[config.mk]
export PLATFORM = sky130hd
export DESIGN_NAME = fadd3
export DESIGN_NICKNAME = d
export VERILOG_FILES = /design/src/rtl/fadd3_pkg.sv /design/src/rtl/fadd3_term.sv /design/src/rtl/fadd3_round.sv /design/src/rtl/fadd3.sv
export SDC_FILE = /design/constraint.sdc
export NUM_CORES = 1
export LEC_CHECK = 0
export BUFFER_PORTS_ARGS = -buffer_cell sky130_fd_sc_hd__buf_2
export CORE_MARGIN = 2
export CORE_UTILIZATION = 44
export CTS_BUF_LIST = sky130_fd_sc_hd__clkbuf_8
export DETAILED_ROUTE_END_ITERATION = 6
export PLACE_DENSITY = 0.66
export SETUP_SLACK_MARGIN = 0.02
export SYNTH_ARGS = -nofsm -noshare
export SYNTH_HDL_FRONTEND = slang
export SYNTH_HIERARCHICAL = 1
export SYNTH_SLANG_ARGS = --single-unit
[constraint.sdc]
create_clock -name clk -period 8.5 [get_ports clk]
set_input_delay 0.85 -clock clk [delete_from_list [all_inputs] [get_ports clk]]
set_output_delay 0.85 -clock clk [all_outputs]
set_load 0.01 [all_outputs]
[src/rtl/fadd3_pkg.sv]
package fadd3_pkg;

  typedef enum logic [2:0] {
    OP_PPP  = 3'd0,
    OP_PPM  = 3'd1,
    OP_PMM  = 3'd2,
    OP_MPP  = 3'd3,
    OP_MPM  = 3'd4,
    OP_MMM  = 3'd5,
    OP_ABS  = 3'd6,
    OP_ABS2 = 3'd7
  } fadd3_op_e;

  // classification of one signed term after decode
  typedef struct packed {
    logic is_nan;
    logic is_inf;
    logic is_zero;
    logic neg;
  } term_cls_t;

  // bit 0 flips z, bit 1 flips x, bit 2 flips y
  function automatic logic [2:0] flip_mask(input logic [2:0] code);
    logic [2:0] m;
    case (fadd3_op_e'(code))
      OP_PPP:  m = 3'b000;
      OP_PPM:  m = 3'b100;
      OP_PMM:  m = 3'b110;
      OP_MPP:  m = 3'b001;
      OP_MPM:  m = 3'b101;
      OP_MMM:  m = 3'b111;
      default: m = 3'b000;
    endcase
    return m;
  endfunction

  function automatic logic abs_mode(input logic [2:0] code);
    return (fadd3_op_e'(code) == OP_ABS) || (fadd3_op_e'(code) == OP_ABS2);
  endfunction

endpackage

[src/rtl/fadd3_term.sv]
module fadd3_term
  import fadd3_pkg::*;
#(
  parameter int EW = 5,
  parameter int FW = 10,
  localparam int W = 1 + EW + FW,
  localparam int MAGW = FW + (1 << EW) - 2
) (
  input  logic              [W-1:0] opnd,
  input  logic                      negate,
  input  logic                      absolute,
  input  logic                      active,
  output term_cls_t                 cls,
  output logic signed [MAGW:0]      aligned
);

  localparam logic [EW-1:0] EXP_ONES = '1;

  // place the significand so that its LSB weight is that of exponent 1
  function automatic logic [MAGW-1:0] place(input logic [EW-1:0] e,
                                            input logic [FW-1:0] f);
    logic [MAGW-1:0] v;
    v = MAGW'({1'b1, f});
    return v << (e - 1'b1);
  endfunction

  logic [EW-1:0]   ex;
  logic [FW-1:0]   fr;
  logic            normal;
  logic [MAGW-1:0] mag;

  always_comb begin
    ex     = opnd[W-2:FW];
    fr     = opnd[FW-1:0];
    normal = active && (ex != '0) && (ex != EXP_ONES);
    mag    = normal ? place(ex, fr) : '0;

    cls.is_nan  = active && (ex == EXP_ONES) && (fr != '0);
    cls.is_inf  = active && (ex == EXP_ONES) && (fr == '0);
    cls.is_zero = !active || (ex == '0);
    // an inactive term behaves as -0: neutral for the zero-sign rule
    cls.neg     = active ? ((opnd[W-1] & ~absolute) ^ negate) : 1'b1;

    aligned = cls.neg ? -$signed({1'b0, mag}) : $signed({1'b0, mag});
  end

endmodule

[src/rtl/fadd3_round.sv]
module fadd3_round #(
  parameter int EW = 5,
  parameter int FW = 10,
  parameter int MW = 42
) (
  input  logic [MW-1:0] mag,
  output logic [EW-1:0] exp_o,
  output logic [FW-1:0] frac_o,
  output logic          ovf,
  output logic          uf
);

  function automatic int lead_pos(input logic [MW-1:0] m);
    int p;
    p = 0;
    for (int i = 0; i < MW; i++) begin
      if (m[i]) p = i;
    end
    return p;
  endfunction

  logic [MW-1:0] norm;
  logic [FW:0]   sig;
  logic          grd;
  logic          stk;
  logic          up;
  logic [FW+1:0] rsig;
  int            p;
  int            e;

  always_comb begin
    p    = lead_pos(mag);
    norm = mag << (MW - 1 - p);
    sig  = norm[MW-1 -: FW+1];
    grd  = norm[MW-2-FW];
    stk  = |norm[MW-3-FW:0];
    up   = grd & (stk | sig[0]);
    rsig = {1'b0, sig} + (FW+2)'(up);
    e    = p - FW + 1 + (rsig[FW+1] ? 1 : 0);
    ovf  = e >= ((1 << EW) - 1);
    uf   = e < 1;
    exp_o  = EW'(e);
    frac_o = rsig[FW+1] ? '0 : rsig[FW-1:0];
  end

endmodule

[src/rtl/fadd3.sv]
module fadd3
  import fadd3_pkg::*;
#(
  parameter int EW = 5,
  parameter int FW = 10,
  localparam int W = 1 + EW + FW
) (
  input  logic         clk,
  input  logic         rst_n,
  input  logic         start,
  input  logic [2:0]   op,
  input  logic [W-1:0] z,
  input  logic [W-1:0] x,
  input  logic [W-1:0] y,
  output logic         done,
  output logic [W-1:0] result
);

  localparam int MAGW = FW + (1 << EW) - 2;
  localparam int MW   = MAGW + 2;
  localparam int ACCW = MW + 1;
  localparam int NT   = 3;
  localparam logic [W-1:0] QNAN = {1'b0, {EW{1'b1}}, 1'b1, {(FW-1){1'b0}}};

  function automatic logic signed [ACCW-1:0] widen(input logic signed [MAGW:0] v);
    return {{(ACCW-MAGW-1){v[MAGW]}}, v};
  endfunction

  // ---------------- stage 0: decode and align ----------------
  logic [W-1:0]            opnd   [NT];
  logic [NT-1:0]           flips;
  logic [NT-1:0]           act;
  logic                    abs_c;
  term_cls_t               cls_c  [NT];
  logic signed [MAGW:0]    al_c   [NT];

  assign opnd[0] = z;
  assign opnd[1] = x;
  assign opnd[2] = y;
  assign flips   = flip_mask(op);
  assign abs_c   = abs_mode(op);
  assign act     = {1'b1, 1'b1, ~abs_c};

  for (genvar i = 0; i < NT; i++) begin : g_term
    fadd3_term #(.EW(EW), .FW(FW)) u_term (
      .opnd    (opnd[i]),
      .negate  (flips[i]),
      .absolute(abs_c),
      .active  (act[i]),
      .cls     (cls_c[i]),
      .aligned (al_c[i])
    );
  end

  logic                 s1_valid;
  logic                 s1_abs;
  term_cls_t            s1_cls [NT];
  logic signed [MAGW:0] s1_al  [NT];

  always_ff @(posedge clk or negedge rst_n) begin
    if (!rst_n) begin
      s1_valid <= 1'b0;
      s1_abs   <= 1'b0;
      for (int i = 0; i < NT; i++) begin
        s1_cls[i] <= '0;
        s1_al[i]  <= '0;
      end
    end else begin
      s1_valid <= start;
      if (start) begin
        s1_abs <= abs_c;
        for (int i = 0; i < NT; i++) begin
          s1_cls[i] <= cls_c[i];
          s1_al[i]  <= al_c[i];
        end
      end
    end
  end

  // ---------------- stage 1: exact sum and special cases ----------------
  logic signed [ACCW-1:0] sum_c;
  logic                   nan_c;
  logic                   pinf_c;
  logic                   ninf_c;
  logic                   allneg0_c;

  always_comb begin
    sum_c     = '0;
    nan_c     = 1'b0;
    pinf_c    = 1'b0;
    ninf_c    = 1'b0;
    allneg0_c = 1'b1;
    for (int i = 0; i < NT; i++) begin
      sum_c     = sum_c + widen(s1_al[i]);
      nan_c     = nan_c | s1_cls[i].is_nan;
      pinf_c    = pinf_c | (s1_cls[i].is_inf & ~s1_cls[i].neg);
      ninf_c    = ninf_c | (s1_cls[i].is_inf & s1_cls[i].neg);
      allneg0_c = allneg0_c & s1_cls[i].is_zero & s1_cls[i].neg;
    end
  end

  logic          s2_valid;
  logic [MW-1:0] s2_mag;
  logic          s2_neg;
  logic          s2_nan;
  logic          s2_inf;
  logic          s2_inf_neg;
  logic          s2_allneg0;
  logic          s2_abs;

  always_ff @(posedge clk or negedge rst_n) begin
    if (!rst_n) begin
      s2_valid   <= 1'b0;
      s2_mag     <= '0;
      s2_neg     <= 1'b0;
      s2_nan     <= 1'b0;
      s2_inf     <= 1'b0;
      s2_inf_neg <= 1'b0;
      s2_allneg0 <= 1'b0;
      s2_abs     <= 1'b0;
    end else begin
      s2_valid <= s1_valid;
      if (s1_valid) begin
        s2_mag     <= sum_c[ACCW-1] ? MW'(-sum_c) : MW'(sum_c);
        s2_neg     <= sum_c[ACCW-1];
        s2_nan     <= nan_c | (pinf_c & ninf_c);
        s2_inf     <= pinf_c | ninf_c;
        s2_inf_neg <= ninf_c;
        s2_allneg0 <= allneg0_c;
        s2_abs     <= s1_abs;
      end
    end
  end

  // named events observed by the checker
  logic s2_sum_zero;
  logic s2_special;
  assign s2_sum_zero = (s2_mag == '0);
  assign s2_special  = s2_nan | s2_inf;

  // ---------------- stage 2: normalize and round ----------------
  logic [EW-1:0] r_exp;
  logic [FW-1:0] r_frac;
  logic          r_ovf;
  logic          r_uf;

  fadd3_round #(.EW(EW), .FW(FW), .MW(MW)) u_round (
    .mag   (s2_mag),
    .exp_o (r_exp),
    .frac_o(r_frac),
    .ovf   (r_ovf),
    .uf    (r_uf)
  );

  logic [W-1:0] res_c;

  always_comb begin
    if (s2_nan)           res_c = QNAN;
    else if (s2_inf)      res_c = {s2_inf_neg, {EW{1'b1}}, {FW{1'b0}}};
    else if (s2_sum_zero) res_c = {s2_allneg0, {(W-1){1'b0}}};
    else if (r_ovf)       res_c = {s2_neg, {EW{1'b1}}, {FW{1'b0}}};
    else if (r_uf)        res_c = {s2_neg, {(W-1){1'b0}}};
    else                  res_c = {s2_neg, r_exp, r_frac};
  end

  always_ff @(posedge clk or negedge rst_n) begin
    if (!rst_n) begin
      done   <= 1'b0;
      result <= '0;
    end else begin
      done <= s2_valid;
      if (s2_valid) result <= res_c;
    end
  end

endmodule

==> reports/results.txt, run 1 <==
period utilization = 94.2%
root buf cell = clkbuf_8
met3 usage = 4.33%
CP required = 8950 ps
largest area contributor in the netlist = dfrtp_1
met1 usage = 42.3%
initial antenna violation count = 2
GRT Util Overall = 31.8%
Max Root-Sink Buffers = 3
hpwl dp = 72800 µm
wire length per cell = 25.0 µm
Cells after DPL = 3638
CTS tree = done
Synth async-reset ratio = 100%
grt met2 use = 51.0%
Setup Viol. Count Final = 0
Max Fanout on Critical Path = 12
RePlAce Congestion = 1.01
Top FF cell, synth = dfrtp_1
Max-cap violations = 0
number of H-tree levels = 2
sequential-to-total area share from yosys stat = 20.6%
num rows = 86
crit start category = flop
setup TNS = 0 ps
EDFF count, synth = 0
RSZ-0062 raised after global routing = false
die area = 57300 µm²
via/cell ratio = 6.63
CP arrival = 8460 ps
CORE AREA = 54900 µm²
cts bufs inserted = 40
IO Count = 71
Fin Hold WS = 198 ps
Initial DRC Count = 2587
Setup CP Type = flop to flop
Sink Count = 201
Initial Utilization = 44.4%
post-synthesis register bit count = 201
top cell type's share of synthesized area = 20.6%
slowest stage delay, CP = 680 ps
Cell Count, Final, Fillers Out = 3711
CP endpoint kind = flop
GRT overflow = 0
actual slew at the worst max-slew pin = 1140 ps
GR peak layer = met2
Post-DRT Antenna Nets = 0
DR DRC count = 2
Layout Utilization = 47.8%
nets = 3134
Synth Warn # = 6
Hold Crit Class = primary input to async pin
Vias = 24600
number of global-route vias before repair = 23100
first-pass GRT wire length = 141000 µm
Die Width = 239 µm
ranking of synthesized cells by area = dfrtp_1, mux2_2, a21oi_1, nor2_1, xnor2_1
status = complete, but fails checks
WL final = 92900 µm
port buffer count = 70
crit path max-delay cell type = or4_1
Max Transition Viols Final = 0
violations in the final reports = design-rule violations
Relative slew margins = 23.3%
area grow syn2layout = 7.62%
clk slew on worst S/H paths = 70 ps
cts hold-fix bufs = 0
Mapped Cells = 2952
largest net degree at the start of global routing = 87
Yosys cell types = 123
Final Skew = 47.7 ps
share of layout cells above drive strength 1 = 18.1%
TritonRoute pass-1 iters = 7
Syn Area/Cell = 8.26 µm²
fmax = 125 MHz
minimum clock period = 8010 ps
die height = 239 µm
count of final hold-check violations = 0
synthesized area = 24400 µm²
clock latency on the worst-skew pair = 610 ps
[final timing paths]
path,from,endpoint,slack [ps],depth (start not counted)
min in group clk,s1_cls[9]$_DFFE_PN0P_,s1_cls[9]$_DFFE_PN0P_,510,1
worst max-delay path,s2_mag[25]$_DFFE_PN0P_,result[9]$_DFFE_PN0P_,490,30
worst min register to register,s1_cls[9]$_DFFE_PN0P_,s1_cls[9]$_DFFE_PN0P_,510,1
worst min-delay path,rst_n,s1_al[117]$_DFFE_PN0P_,200,1
worst max register to register,s2_mag[25]$_DFFE_PN0P_,result[9]$_DFFE_PN0P_,490,30
max in group asynchronous,rst_n,result[6]$_DFFE_PN0P_,6870,2
[area by class of cell]
| cell class | instances | area [µm²] |
|---|---|---|
| fill | 5317 | 28700 |
| multi-input combinational | 2484 | 18100 |
| sequential | 201 | 5030 |
| timing repair buffer | 154 | 1020 |
| tap | 704 | 881 |
| clock buffer | 46 | 633 |
| inverter | 96 | 360 |
| clock inverter | 25 | 199 |
| antenna | 1 | 2.50 |
[cells by family after synthesis]
| group | after synthesis | synth area share, % |
|---|---|---|
| and+or+nand+nor | 1003 | 21.2 |
| other | 1 | 0.0154 |
| AOI/OAI and AO/OA | 927 | 26.9 |
| buffers and inverters | 275 | 5.33 |
| adders and majority gates | 103 | 6.58 |
| DFF | 201 | 20.6 |
| xor gates and xnor gates | 169 | 6.07 |
| muxes | 273 | 13.3 |
[what timing repair did]
action / CTS / global route
endpoints found under the setup margin: 0 / 15
resized for setup: 0 / 2
buffers inserted: 0 / 0
[routing by layer]
layer	part of all wire, %	routed length [µm]
met1	42	39000
met2	46	42300
met3	7.1	6590
met4	5.4	4990
met5	0	0
[through the flow]
stage	setup WS (ps)	cell area (µm²)
final	492	26200
after detailed placement	255	25400
after global placement	362	25400
after global routing	40.4	26200
after CTS	225	26200
after floorplan	499	24400
[worst max-delay path, delay by kind of cell (launching register included)]
family                     cells  cell delay, ps
adders and majority gates      3             720
muxes                          2             570
AOI/OAI and AO/OA             10            2030
and+or+nand+nor               12            3550
DFF                            1             490
buffers and inverters          3             500
[cell usage after synthesis (all sizes together), types with 56 or more instances]
master and instances:
dfrtp 201, buf 90, inv 94, mux2 180, nor3 82, nor2 270, clkbuf 89, ha 61
o21ai 190, nand2 259, xor2 56, a21oi 231, xnor2 113, nand3 94, mux2i 72
[state kept, by name (all words and copies together), names as in the netlist]
name	cells
s2_inf_neg	1
result	16
s2_mag	42
done	1
s1_valid	1
s1_cls	12
s2_neg	1
s2_inf	1
s2_allneg0	1
s2_valid	1
s2_nan	1
s1_al	123
[layout by cell type, fill, tap and decap left out, types with 83 or more instances in the layout]
cell type and instances:
nor2_1 265, buf_4 83, nand2_1 252, nand3_1 89, o21ai_0 166, dfrtp_1 200, inv_1 100, mux2_2 180
a21oi_1 224, xnor2_1 113
Power of run 1 is left out: the tool's default activity adds up to more than one toggle a clock period on the data nets, which glitch-free logic cannot reach.
==> run 2: changes to the inputs <==
--- a/config.mk
+++ b/config.mk
@@ -10,7 +10,7 @@
 export CORE_UTILIZATION = 44
 export CTS_BUF_LIST = sky130_fd_sc_hd__clkbuf_8
 export DETAILED_ROUTE_END_ITERATION = 6
-export PLACE_DENSITY = 0.66
+export PLACE_DENSITY = 0.64
 export SETUP_SLACK_MARGIN = 0.02
 export SYNTH_ARGS = -nofsm -noshare
 export SYNTH_HDL_FRONTEND = slang
==> constraint.sdc (replaced) <==
create_clock -name clk -period 10.11 [get_ports clk]
set_input_delay 1.011 -clock clk [delete_from_list [all_inputs] [get_ports clk]]
set_output_delay 1.011 -clock clk [all_outputs]
set_load 0.01 [all_outputs]
==> run 2 against run 1 <==
The run now ends clean. Fmax down 13%. Design area down 1.6%. Via count down 0.96%. Non-clock buffer count down 48. Largest cell class unchanged.
==> reports/results.txt, run 2 (same netlist as run 1, synthesis figures left out) <==
Setup Viol. Count Final = 0
fmax = 108 MHz
Die Width = 239 µm
crit path max-delay cell type = nor4_1
commonest non-fill, non-tap cell in the layout = nor2_1
num rows = 86
Initial Utilization = 44.4%
Max Fanout on Critical Path = 25
GRT Util Overall = 31.1%
Setup CP Type = flop to flop
clk slew on worst S/H paths = 70 ps
Initial DRC Count = 2658
RSZ-0062 raised after global routing = false
max reg flops = 123
Placed Area = 25000 µm²
wire length per cell = 24.8 µm
Post-CTS Setup Inserts = 0
Vias = 24363
via/cell ratio = 6.65
Relative slew margins = 15.5%
slowest stage delay, CP = 1040 ps
Max Transition Viols Final = 0
grt met2 use = 48.1%
CP required = 10610 ps
crit start category = flop
Max-cap violations = 0
status = completed
area grow syn2layout = 5.92%
hpwl dp = 70900 µm
Post-DRT Antenna Nets = 0
cts bufs inserted = 39
share of layout cells above drive strength 1 = 16.6%
number of H-tree levels = 2
setup TNS = 0 ps
minimum clock period = 9230 ps
Worst Setup SP = s2_mag[31]$_DFFE_PN0P_
design area = 25800 µm²
Sink Count = 201
Hold Crit Class = primary input to async pin
die area = 57300 µm²
Top Registers = s1_al x123, s2_mag x42, result x16
TritonRoute pass-1 iters = 6
clock latency on the worst-skew pair = 590 ps
root buf cell = clkbuf_8
IO Count = 71
R2R Path Start = s2_mag[31]$_DFFE_PN0P_
cts hold-fix bufs = 0
period utilization = 91.3%
initial antenna violation count = 2
met1 usage = 41.3%
commonest non-fill, non-tap cells in the layout = nor2_1, nand2_1, a21oi_1, dfrtp_1, mux2_2
CP endpoint kind = flop
met3 usage = 4.36%
CTS tree = done
WL final = 90800 µm
die height = 239 µm
port buffer count = 70
RePlAce Congestion = 1.02
Final Skew = 27.5 ps
CP arrival = 9730 ps
number of global-route vias before repair = 22564
CORE AREA = 54900 µm²
GRT overflow = 0
most frequent CP cell = o21ai_0
GR peak layer = met2
nets = 3084
Biggest register = s1_al
Max Root-Sink Buffers = 3
DR DRC count = 0
CTS resizes = 0
first-pass GRT wire length = 138000 µm
actual slew at the worst max-slew pin = 1260 ps
count of final hold-check violations = 0
largest net degree at the start of global routing = 87
run 2: final timing paths:
path | slack [ps] | endpoint | depth (start not counted)
hold reg to reg | 510 | s1_cls[5]$_DFFE_PN0P_ | 1
max in group asynchronous | 8290 | s1_valid$_DFF_PN0_ | 2
hold / removal | 380 | s1_al[23]$_DFFE_PN0P_ | 1
min in group clk | 510 | s1_cls[5]$_DFFE_PN0P_ | 1
setup reg to reg | 880 | result[2]$_DFFE_PN0P_ | 29
setup / recovery | 880 | result[2]$_DFFE_PN0P_ | 29
run 2: critical path, delay by kind of cell (launching register included):
family / cells / cell delay (ps)
fa+ha+maj: 3 / 950
buf+inv: 2 / 230
flops: 1 / 560
compound gates: 13 / 3180
simple gates: 11 / 4220
run 2: stage by stage:
step / std cells / worst slack (ps) / util [%] / hold WS (ps)
after global routing: 3661 / 361 / 47.0 / 407
after CTS: 3660 / 1160 / 47.0 / 385
after detailed placement: 3590 / 1200 / 45.5 / 499
after floorplan: 2959 / 2110 / - / 352
final: 3663 / 876 / 47.0 / 375
after global placement: 3590 / 1200 / 45.5 / 491
run 2: layout make-up:
| cell class | instances | area [µm²] |
|---|---|---|
| fill | 5343 | 29100 |
| multi-input combinational | 2483 | 18100 |
| sequential | 201 | 5030 |
| tap | 704 | 881 |
| clock buffer | 48 | 661 |
| timing repair buffer | 106 | 632 |
| inverter | 96 | 360 |
| clock inverter | 22 | 154 |
| antenna | 3 | 7.51 |
run 2: routing by layer:
metal	vias up	routed length, µm
li1	11131	-
met1	11821	37900
met2	1158	40100
met3	253	6400
met4	0	6410
met5	-	0
Power of run 2 is left out for the same reason.
